===== config.mk =====
export PLATFORM = sky130hd
export DESIGN_NAME = gpio_blink_port
export DESIGN_NICKNAME = d
export VERILOG_FILES = /design/src/rtl/gpio_blink_pkg.sv /design/src/rtl/gpio_sync.sv /design/src/rtl/gpio_blink_gen.sv /design/src/rtl/gpio_regs.sv /design/src/rtl/gpio_pad_mux.sv /design/src/rtl/gpio_blink_port.sv
export SDC_FILE = /design/constraint.sdc
export NUM_CORES = 1
export LEC_CHECK = 0
export BUFFER_PORTS_ARGS = -buffer_cell sky130_fd_sc_hd__clkbuf_2
export CAP_MARGIN = 25
export CORE_MARGIN = 1
export CORE_UTILIZATION = 45
export CTS_CLUSTER_SIZE = 12
export DETAILED_ROUTE_END_ITERATION = 12
export PLACE_DENSITY = 0.74
export SLEW_MARGIN = 30
export SYNTH_ARGS = -nofsm -noshare
export SYNTH_HDL_FRONTEND = slang
export SYNTH_SLANG_ARGS = --single-unit

===== constraint.sdc =====
create_clock -name clk -period 1.8 [get_ports clk]
set_input_delay 0 -clock clk [delete_from_list [all_inputs] [get_ports clk]]
set_output_delay 0 -clock clk [all_outputs]
set_load 0.01 [all_outputs]

===== src/rtl/gpio_blink_pkg.sv =====
package gpio_blink_pkg;

    localparam int PINS   = 32;
    localparam int ADDR_W = 5;

    typedef enum logic [ADDR_W-1:0] {
        OFS_LEVEL  = 5'h00,
        OFS_DIR    = 5'h04,
        OFS_BLINK  = 5'h08,
        OFS_INVERT = 5'h0C,
        OFS_SENSE  = 5'h10
    } reg_ofs_e;

    typedef struct packed {
        logic [PINS-1:0] level;
        logic [PINS-1:0] dir;
        logic [PINS-1:0] blink;
        logic [PINS-1:0] invert;
    } port_ctl_t;

    localparam port_ctl_t CTL_RESET = '{
        level:  '0,
        dir:    '1,
        blink:  '0,
        invert: '0
    };

    // Logical pin value: inputs sense the pad (optionally inverted),
    // outputs report their stored level.
    function automatic logic [PINS-1:0] logical_value(
        input logic [PINS-1:0] dir,
        input logic [PINS-1:0] level,
        input logic [PINS-1:0] invert,
        input logic [PINS-1:0] sensed
    );
        return (dir & (sensed ^ invert)) | (~dir & level);
    endfunction

endpackage


===== src/rtl/gpio_sync.sv =====
module gpio_sync #(
    parameter int WIDTH  = 32,
    parameter int STAGES = 2
) (
    input  logic             clk,
    input  logic             rst,
    input  logic [WIDTH-1:0] async_in,
    output logic [WIDTH-1:0] sync_out
);
    logic [WIDTH-1:0] stage_q [STAGES];

    always_ff @(posedge clk) begin
        if (rst) stage_q[0] <= '0;
        else     stage_q[0] <= async_in;
    end

    for (genvar s = 1; s < STAGES; s++) begin : g_stage
        always_ff @(posedge clk) begin
            if (rst) stage_q[s] <= '0;
            else     stage_q[s] <= stage_q[s-1];
        end
    end

    assign sync_out = stage_q[STAGES-1];
endmodule


===== src/rtl/gpio_blink_gen.sv =====
module gpio_blink_gen #(
    parameter int HALF = 64
) (
    input  logic clk,
    input  logic rst,
    output logic phase
);
    localparam int CW = (HALF > 1) ? $clog2(HALF) : 1;
    localparam logic [CW-1:0] LAST = CW'(HALF - 1);

    logic [CW-1:0] cnt_q;
    logic          phase_q;

    always_ff @(posedge clk) begin
        if (rst) begin
            cnt_q   <= '0;
            phase_q <= 1'b0;
        end else if (cnt_q == LAST) begin
            cnt_q   <= '0;
            phase_q <= ~phase_q;
        end else begin
            cnt_q <= cnt_q + 1'b1;
        end
    end

    assign phase = phase_q;
endmodule


===== src/rtl/gpio_regs.sv =====
module gpio_regs
    import gpio_blink_pkg::*;
(
    input  logic              clk,
    input  logic              rst,
    input  logic [ADDR_W-1:0] addr,
    input  logic              wr,
    input  logic [PINS-1:0]   wdata,
    input  logic              rd,
    input  logic [PINS-1:0]   sensed,
    output port_ctl_t         ctl,
    output logic [PINS-1:0]   rdata
);
    port_ctl_t       ctl_q;
    logic [PINS-1:0] rdata_q;
    logic [PINS-1:0] rd_mux;

    always_ff @(posedge clk) begin
        if (rst) begin
            ctl_q <= CTL_RESET;
        end else if (wr) begin
            case (addr)
                OFS_LEVEL:  ctl_q.level  <= wdata;
                OFS_DIR:    ctl_q.dir    <= wdata;
                OFS_BLINK:  ctl_q.blink  <= wdata;
                OFS_INVERT: ctl_q.invert <= wdata;
                default:    ;
            endcase
        end
    end

    always_comb begin
        case (addr)
            OFS_LEVEL:  rd_mux = ctl_q.level;
            OFS_DIR:    rd_mux = ctl_q.dir;
            OFS_BLINK:  rd_mux = ctl_q.blink;
            OFS_INVERT: rd_mux = ctl_q.invert;
            OFS_SENSE:  rd_mux = logical_value(ctl_q.dir, ctl_q.level,
                                               ctl_q.invert, sensed);
            default:    rd_mux = '0;
        endcase
    end

    always_ff @(posedge clk) begin
        if (rst)     rdata_q <= '0;
        else if (rd) rdata_q <= rd_mux;
    end

    assign ctl   = ctl_q;
    assign rdata = rdata_q;
endmodule


===== src/rtl/gpio_pad_mux.sv =====
module gpio_pad_mux
    import gpio_blink_pkg::*;
(
    input  port_ctl_t       ctl,
    input  logic            phase,
    output logic [PINS-1:0] pad_out,
    output logic [PINS-1:0] pad_oe
);
    for (genvar p = 0; p < PINS; p++) begin : g_pin
        assign pad_out[p] = ctl.blink[p] ? phase : ctl.level[p];
        assign pad_oe[p]  = ~ctl.dir[p];
    end
endmodule


===== src/rtl/gpio_blink_port.sv =====
module gpio_blink_port
    import gpio_blink_pkg::*;
#(
    parameter int BLINK_HALF  = 64,
    parameter int SYNC_STAGES = 2
) (
    input  logic              clk,
    input  logic              rst,
    input  logic [ADDR_W-1:0] bus_addr,
    input  logic              bus_wr,
    input  logic [PINS-1:0]   bus_wdata,
    input  logic              bus_rd,
    output logic [PINS-1:0]   bus_rdata,
    input  logic [PINS-1:0]   pad_in,
    output logic [PINS-1:0]   pad_out,
    output logic [PINS-1:0]   pad_oe
);
    port_ctl_t       ctl_q;
    logic [PINS-1:0] sensed;
    logic            blink_phase;

    gpio_sync #(.WIDTH(PINS), .STAGES(SYNC_STAGES)) u_sync (
        .clk      (clk),
        .rst      (rst),
        .async_in (pad_in),
        .sync_out (sensed)
    );

    gpio_blink_gen #(.HALF(BLINK_HALF)) u_blink (
        .clk   (clk),
        .rst   (rst),
        .phase (blink_phase)
    );

    gpio_regs u_regs (
        .clk    (clk),
        .rst    (rst),
        .addr   (bus_addr),
        .wr     (bus_wr),
        .wdata  (bus_wdata),
        .rd     (bus_rd),
        .sensed (sensed),
        .ctl    (ctl_q),
        .rdata  (bus_rdata)
    );

    gpio_pad_mux u_mux (
        .ctl     (ctl_q),
        .phase   (blink_phase),
        .pad_out (pad_out),
        .pad_oe  (pad_oe)
    );
endmodule


==> impl_summary.txt, run 1 <==
----------------------------------------------------
[Run status]
  Run status ... finished clean

[Timing]
  Setup WS post-layout ... 89.8 ps
  Slew HR ... around two fifths
  Period utilisation layout ... 95.0%
  Shortest period the worst path allows ... 1710 ps
  Hold violation count in the final report ... 0
  Final Max Slew Viols ... 0
  Worst setup skew after layout ... 16.1 ps
  Setup violators final ... 0
  Accumulated negative setup slack ... 0 ps
  Max Freq ... 585 MHz
  Unrepaired setup endpoints after global routing ... false
  Slew at the pin with the worst max-slew slack ... between 900 and 1000 ps
  Final-layout worst hold slack ... around 50 ps

[Floorplanning]
  Area of the placeable core ... 0.0204 mm2
  Number of top-level design ports ... 169
  Area of the die ... ~0.022 mm2
  Die Ht ... between 100 and 150 um
  Site Rows ... 52
  Starting density of the core ... approximately 46%
  Die extent in x ... 147 um

[Synthesis]
  Top cells by area in the synthesized netlist ... dfxtp_1 49%, nand2_1 12%, a21oi_1 6.7%, nor2b_1 4.3%, mux2_2 3.9%
  Combinational family with the most area after synthesis ... simple AND/OR/NAND/NOR gates
  Predominant post-synthesis flop cell ... dfxtp_1
  Complex-gate fraction of the synthesized area ... 13.7%
  Post-synthesis share of cell area spent on full adders, half adders and majority gates ... less than 1%
  Top cells by instance count after synthesis ... 289 x nand2_1, 231 x dfxtp_1, 127 x a21oi_1
  Async S/R FF share, synth ... 0%
  Library cell with the largest summed area after synthesis ... dfxtp_1
  Synth top area share ... 49.1%
  Post-synthesis mux area share ... 7.24%
  Number of storage elements in the synthesis netlist ... 231
  Average size of a mapped cell ... between 8 and 9 um2
  Count of yosys warnings during synthesis ... 0
  Area share of and/or/nand/nor cells after synthesis ... 21.7%
  Syn Nets ... around 1200
  Synthesized instance count ... 1120
  Post-synth EDFFs ... 0
  Mapped cell area ... 0.00942 mm2
  Cell variety after synth ... 32
  Register area share after synthesis ... 49.1%
  Post-synthesis share of cell area spent on xor and xnor gates ... under 10%
  Library cell with the highest instance count after synthesis ... nand2_1

[Clock network]
  Number of buffers inserted to repair setup after CTS ... 0
  Reg clk slew, reported paths ... 60 ps
  TritonCTS clock tree ... yes
  Clock latency on the worst-skew pair ... 520 ps
  Cts hold-fix bufs ... 66
  CTS Root Buffer Type ... clkbuf_16
  H-tree depth reported by CTS ... 1
  Sink Count ... about 230
  Number of buffers between clock root and the deepest sink ... 3
  Cts repair resizes ... 0
  Clock buffer count from CTS ... 25

[Layout]
  Count of nets after finishing ... 1408
  Layout Area Growth over Synthesis ... 28.5%
  Design Area, Final ... 0.0121 mm2
  Number of fill cells ... 1773
  Share of layout cells above drive strength 1 ... between 20% and 30%
  Antenna fix cells ... 0

[Power and ir drop]
  Overall power of the completed layout ... 10.9 mW
  Worst IR Drop VDD ... between 0.0006 and 0.0007 V
  Static power due to leakage ... 5.09 nW
  Power density over the cells ... 900 mW/mm2

[Hold path]
  Type of the worst min-delay path ... input port to flop

[Detailed routing]
  Vias per inst ... 5.23
  Antenna-violating nets left ... 0
  Routed via count ... 8464
  Number of optimization iterations in the first detailed-route pass ... 4
  Total wirelength of the detailed-routed design ... 26500 um
  Detailed-route DRC error count ... 0
  Initial detailed-routing violation count ... 509
  WL/cell ... 16.4 um

[Global routing]
  GRT overflow ... 0
  Number of antenna violations at the first check in global routing ... 0
  Combined global-route utilization of all metal layers ... 24.2%
  Vias in the first global route ... 8072
  First-pass GRT wire length ... 41800 um
  Maximum number of pins on one net before global-route repair ... 89

[Setup path]
  Critical path data arrival time ... 1710 ps
  CP required ... ~1800 ps
  Critical path endpoint category ... output pin
  Largest driver fanout on the critical path ... 25
  Startpoint kind of the worst setup timing path ... flop
  Setup CP Type ... flop to output pin

[Placement]
  Final HPWL from detailed placement ... 16800 um
  IO buf count ... 168
  Standard cell area after detailed placement ... 0.0107 mm2
  Worst slack, placed ... 150 ps
  Routability congestion estimate ... about 0.78

[Run]
  Count of max-cap constraint violations ... 0

----------------------------------------------------
-- layout by cell type, fill, tap and decap left out, types with 2 or more instances in the layout --
master / n
a21oi_1: 127
a221oi_1: 31
a31oi_1: 32
and3_1: 2
and3_2: 2
buf_12: 8
buf_4: 25
clkbuf_1: 5
clkbuf_16: 25
clkbuf_2: 167
clkbuf_8: 6
clkinv_2: 4
dfxtp_1: 231
dlygate4sd3_1: 66
inv_1: 33
mux2_2: 33
mux2i_1: 31
nand2_1: 289
nand2b_1: 2
nand3_1: 4
nand3_2: 2
nand3b_1: 34
nor2_1: 40
nor2b_1: 65
o21ai_0: 33
xnor2_1: 33
xor2_1: 4
-- cell families after synthesis --
logic type,after synthesis
compound gates,225
buf+inv,113
simple gates,449
xor+xnor,37
mux,64
flops,231
fa+ha+maj,1
-- state kept, by name, summed over array words and instances (netlist names) --
signal / count
u_blink.cnt_q: 6
u_blink.phase: 1
u_regs.ctl: 128
u_regs.rdata: 32
u_sync.stage_q: 64
-- path summary, 6_finish.rpt --
| path | from | to | slack, ps | cells past startpoint |
|---|---|---|---|---|
| hold reg to reg | u_sync.stage_q[0][8]$_SDFF_PP0_ | u_sync.stage_q[1][8]$_SDFF_PP0_ | 430 | 1 |
| setup reg to reg | u_regs.ctl[0]$_SDFFE_PP0P_ | u_regs.rdata[0]$_SDFFE_PP0P_ | 550 | 4 |
| hold / removal | bus_addr[3] | u_regs.rdata[18]$_SDFFE_PP0P_ | 50 | 5 |
| setup / recovery | u_blink.phase$_SDFFE_PP0P_ | pad_out[11] | 90 | 3 |
-- critical path, cell delays in order (launching register included) --
cell and delay (ps):
dfxtp_1 580, buf_12 250, mux2_2 210, clkbuf_2 140
-- through the flow --
stage	utilization, %	instances
final	59.5	1619
after CTS	59.5	1619
after global routing	59.5	1619
after global placement	52.4	1511
after detailed placement	52.4	1511
after floorplan	-	1120
-- power by group --
group          total (mW)  switching [mW]  internal [mW]
sequential           5.27          0.0559           5.21
combinational       0.728           0.374          0.354
clock                4.91            1.98           2.92
-- per-layer routing --
layer  share of wire (%)  GRT usage (%)
met1                  43           30.6
met3                 5.3           3.07
met4                 2.3           6.93
met2                  49           42.9
met5                   0              0
-- area by class of cell --
class / instances / area (um2) / share of cell area [%]
Timing Repair Buffer: 267 / 1860 / 15.3
Multi-Input combinational cell: 776 / 4380 / 36.2
Clock inverter: 6 / 58.8 / 0.486
Inverter: 33 / 124 / 1.02
Sequential cell: 231 / 4620 / 38.2
Clock buffer: 36 / 727 / 6.00
Tap cell: 270 / 338 / 2.79
Power figures use the tool's default switching activity.
==> run 2: changes to the inputs <==
--- a/config.mk
+++ b/config.mk
@@ -8,10 +8,10 @@
 export BUFFER_PORTS_ARGS = -buffer_cell sky130_fd_sc_hd__clkbuf_2
 export CAP_MARGIN = 25
 export CORE_MARGIN = 1
-export CORE_UTILIZATION = 45
+export CORE_UTILIZATION = 35
 export CTS_CLUSTER_SIZE = 12
 export DETAILED_ROUTE_END_ITERATION = 12
-export PLACE_DENSITY = 0.74
+export PLACE_DENSITY = 0.61
 export SLEW_MARGIN = 30
 export SYNTH_ARGS = -nofsm -noshare
 export SYNTH_HDL_FRONTEND = slang
==> run 2 against run 1 <==
The flow now finishes with violations (design-rule violations). Critical path type unchanged. Largest power group unchanged. Setup slack gained 51 ps. Highest routed layer unchanged. Global-route usage shrank 4.1 points. Register-to-register slack about the same. Power grew 1.6%. Wire length is 5.2% higher. Final area up 2.1%.
==> impl_summary.txt, run 2 (synthesis gave the netlist of run 1 again) <==
----------------------------------------------------
[Run status]
  Run status ... complete, but fails checks
  Failing checks ... design-rule violations

[Layout]
  Layout Area Growth over Synthesis ... 31.2%
  Utilization after layout ... 47.2% (-12 points)
  Share of layout cells above drive strength 1 ... 20.8% (-0.13 points)
  Most frequent cells in the layout ... 289 x nand2_1, 230 x dfxtp_1, 165 x clkbuf_2, 127 x a21oi_1, 77 x dlygate4sd3_1
  Count of nets after finishing ... 1419 (+0.78%)
  Flip-flop count of the largest register, all copies and words added ... 128 (unchanged)
  Design Area, Final ... 0.0124 mm2 (+2.1%)
  Most common library cell in the layout ignoring fill and taps ... nand2_1
  Number of fill cells ... 2589 (+46%)
  Antenna fix cells ... 0 (unchanged)
  Finished Layout Cells ... 1697 (+4.8%)

[Timing]
  Max Freq ... 603 MHz (+3.0%)
  Slew HR ... 53.8% (+15 points)
  Hold violation count in the final report ... 0 (unchanged)
  Worst setup skew after layout ... 14.8 ps (-1.26 ps)
  Setup violators final ... 0 (unchanged)
  Setup WS post-layout ... 140 ps (+50.5 ps)
  Final Max Slew Viols ... 0 (unchanged)
  Final-layout worst hold slack ... 75.5 ps (+25.2 ps)
  Unrepaired setup endpoints after global routing ... false
  Accumulated negative setup slack ... 0 ps (unchanged)
  Slew at the pin with the worst max-slew slack ... 692 ps (-228 ps)
  Period utilisation layout ... 92.2% (-2.8 points)
  Shortest period the worst path allows ... 1660 ps (-50.5 ps)

[Detailed routing]
  Vias per inst ... 4.95 (-5.3%)
  Antenna-violating nets left ... 0 (unchanged)
  Initial detailed-routing violation count ... 621 (+22%)
  Routed via count ... 8402 (-0.73%)
  Detailed-route DRC error count ... 12 (+12)
  Number of optimization iterations in the first detailed-route pass ... 9 (+5)
  WL/cell ... 16.4 um (+0.33%)
  Total wirelength of the detailed-routed design ... 27900 um (+5.2%)

[Floorplanning]
  Die extent in x ... 166 um (+13%)
  Starting density of the core ... 36.0% (-10 points)
  Area of the placeable core ... 0.0262 mm2 (+29%)
  Site Rows ... 59 (+13%)
  Number of top-level design ports ... 169 (unchanged)
  Area of the die ... 0.0276 mm2 (+28%)
  Die Ht ... 166 um (+13%)

[Hold path]
  Critical hold path startpoint ... bus_addr[2]
  Type of the worst min-delay path ... input port to flop

[Placement]
  Routability congestion estimate ... 0.788 (+1.6%)
  Placed Instances ... 1575 (+4.2%)
  Worst slack, placed ... 89.7 ps (-60.4 ps)
  Standard cell area after detailed placement ... 0.0108 mm2 (+1.1%)
  IO buf count ... 168 (unchanged)
  Final HPWL from detailed placement ... 17300 um (+3.1%)

[Power and ir drop]
  Combinational group share of total power ... 6.8% (about the same)
  Net Switching ... 2.52 mW (+4.4%)
  Fraction of power consumed by the clock network ... 45.7% (+0.7 points)
  Power density over the cells ... 896 mW/mm2 (-0.48%)
  Switching part of the total power ... 22.8% (+0.61 points)
  Static power due to leakage ... 5.18 nW (+1.7%)
  Share of total power in sequential cells ... 47.5% (-0.8 points)
  Worst IR Drop VDD ... 0.000544 V (-12%)
  Internal Pwr Total ... 8.56 mW (+0.83%)
  Overall power of the completed layout ... 11.1 mW (+1.6%)

[Clock network]
  TritonCTS clock tree ... yes
  Reg clk slew, reported paths ... 60 ps (about the same)
  Clock latency on the worst-skew pair ... 530 ps (about the same)
  Clock buffer count from CTS ... 26 (+4.0%)
  Sink Count ... 231 (unchanged)
  CTS Root Buffer Type ... clkbuf_16
  H-tree depth reported by CTS ... 1 (unchanged)
  Number of buffers between clock root and the deepest sink ... 3 (unchanged)
  Number of buffers inserted to repair setup after CTS ... 0 (unchanged)

[Global routing]
  First-pass GRT wire length ... 44100 um (+5.7%)
  GRT overflow ... 0 (unchanged)
  Vias in the first global route ... 8007 (-0.81%)
  Number of antenna violations at the first check in global routing ... 0 (unchanged)
  Maximum number of pins on one net before global-route repair ... 117 (+31%)
  Combined global-route utilization of all metal layers ... 20.1% (-4.1 points)

[Setup path]
  Largest driver fanout on the critical path ... 19 (-24%)
  Worst flop-to-flop path startpoint ... u_regs.ctl[18]$_SDFFE_PP0P_
  Critical path endpoint category ... output pin
  Startpoint kind of the worst setup timing path ... flop
  Critical path data arrival time ... 1660 ps (-50 ps)
  Critical Path Start ... u_blink.phase$_SDFFE_PP0P_
  CP required ... 1800 ps (about the same)
  Setup CP Type ... flop to output pin

[Run]
  Count of max-cap constraint violations ... 0 (unchanged)

----------------------------------------------------
==> run 2: changes by cell type in the layout (fill, tap and decap cells not counted), sizes merged <==
cell / before / now
dlygate4sd3: 66 / 77
clkbuf: 203 / 206
buf: 34 / 35
bufinv: 1 / 0
inv: 34 / 33
==> run 2: path summary, 6_finish.rpt <==
kind              cells past startpoint                          endpoint  slack (ps)
hold / removal                        5     u_regs.rdata[27]$_SDFFE_PP0P_          80
hold reg to reg                       1  u_sync.stage_q[1][11]$_SDFF_PP0_         430
setup / recovery                      3                        pad_out[3]         140
setup reg to reg                      4     u_regs.rdata[18]$_SDFFE_PP0P_         540
==> run 2: per-layer routing <==
layer,vias to the layer above,global-route usage (%),routed length [um]
li1,4184,-,-
met1,3932,27.2,12800
met2,243,33.5,12900
met3,43,2.50,1440
met4,0,5.77,702
met5,-,0,0
==> run 2: cell type report <==
type                       instances  area [um2]  share of cell area [%]
inverter                          33         124                    1.00
tap                              335         419                    3.39
multi-input combinational        776        4380                    35.4
clock buffer                      41         787                    6.36
sequential                       231        4630                    37.4
clock inverter                     4        31.3                   0.253
timing repair buffer             277        2000                    16.1
==> run 2: repair_timing <==
action	CTS	global route
gates resized for setup	0	0
hold endpoints to repair	172	0
hold buffers	77	0
setup endpoints to repair	0	0
==> run 2: worst max-delay path, cell delays in order (launching register included) <==
cell and delay (ps):
dfxtp_2 560, buf_12 230, mux2_2 210, clkbuf_2 140
==> run 2: power groups by stage <==
stage / combinational, mW / clock, mW / sequential [mW]
2_1_floorplan: 0.360 / 0 / 5.36
3_3_place_gp: 0.616 / 0 / 5.38
3_5_place_dp: 0.621 / 0 / 5.38
4_1_cts: 0.753 / 5.18 / 5.27
5_1_grt: 0.825 / 5.37 / 5.27
6_report: 0.755 / 5.06 / 5.27
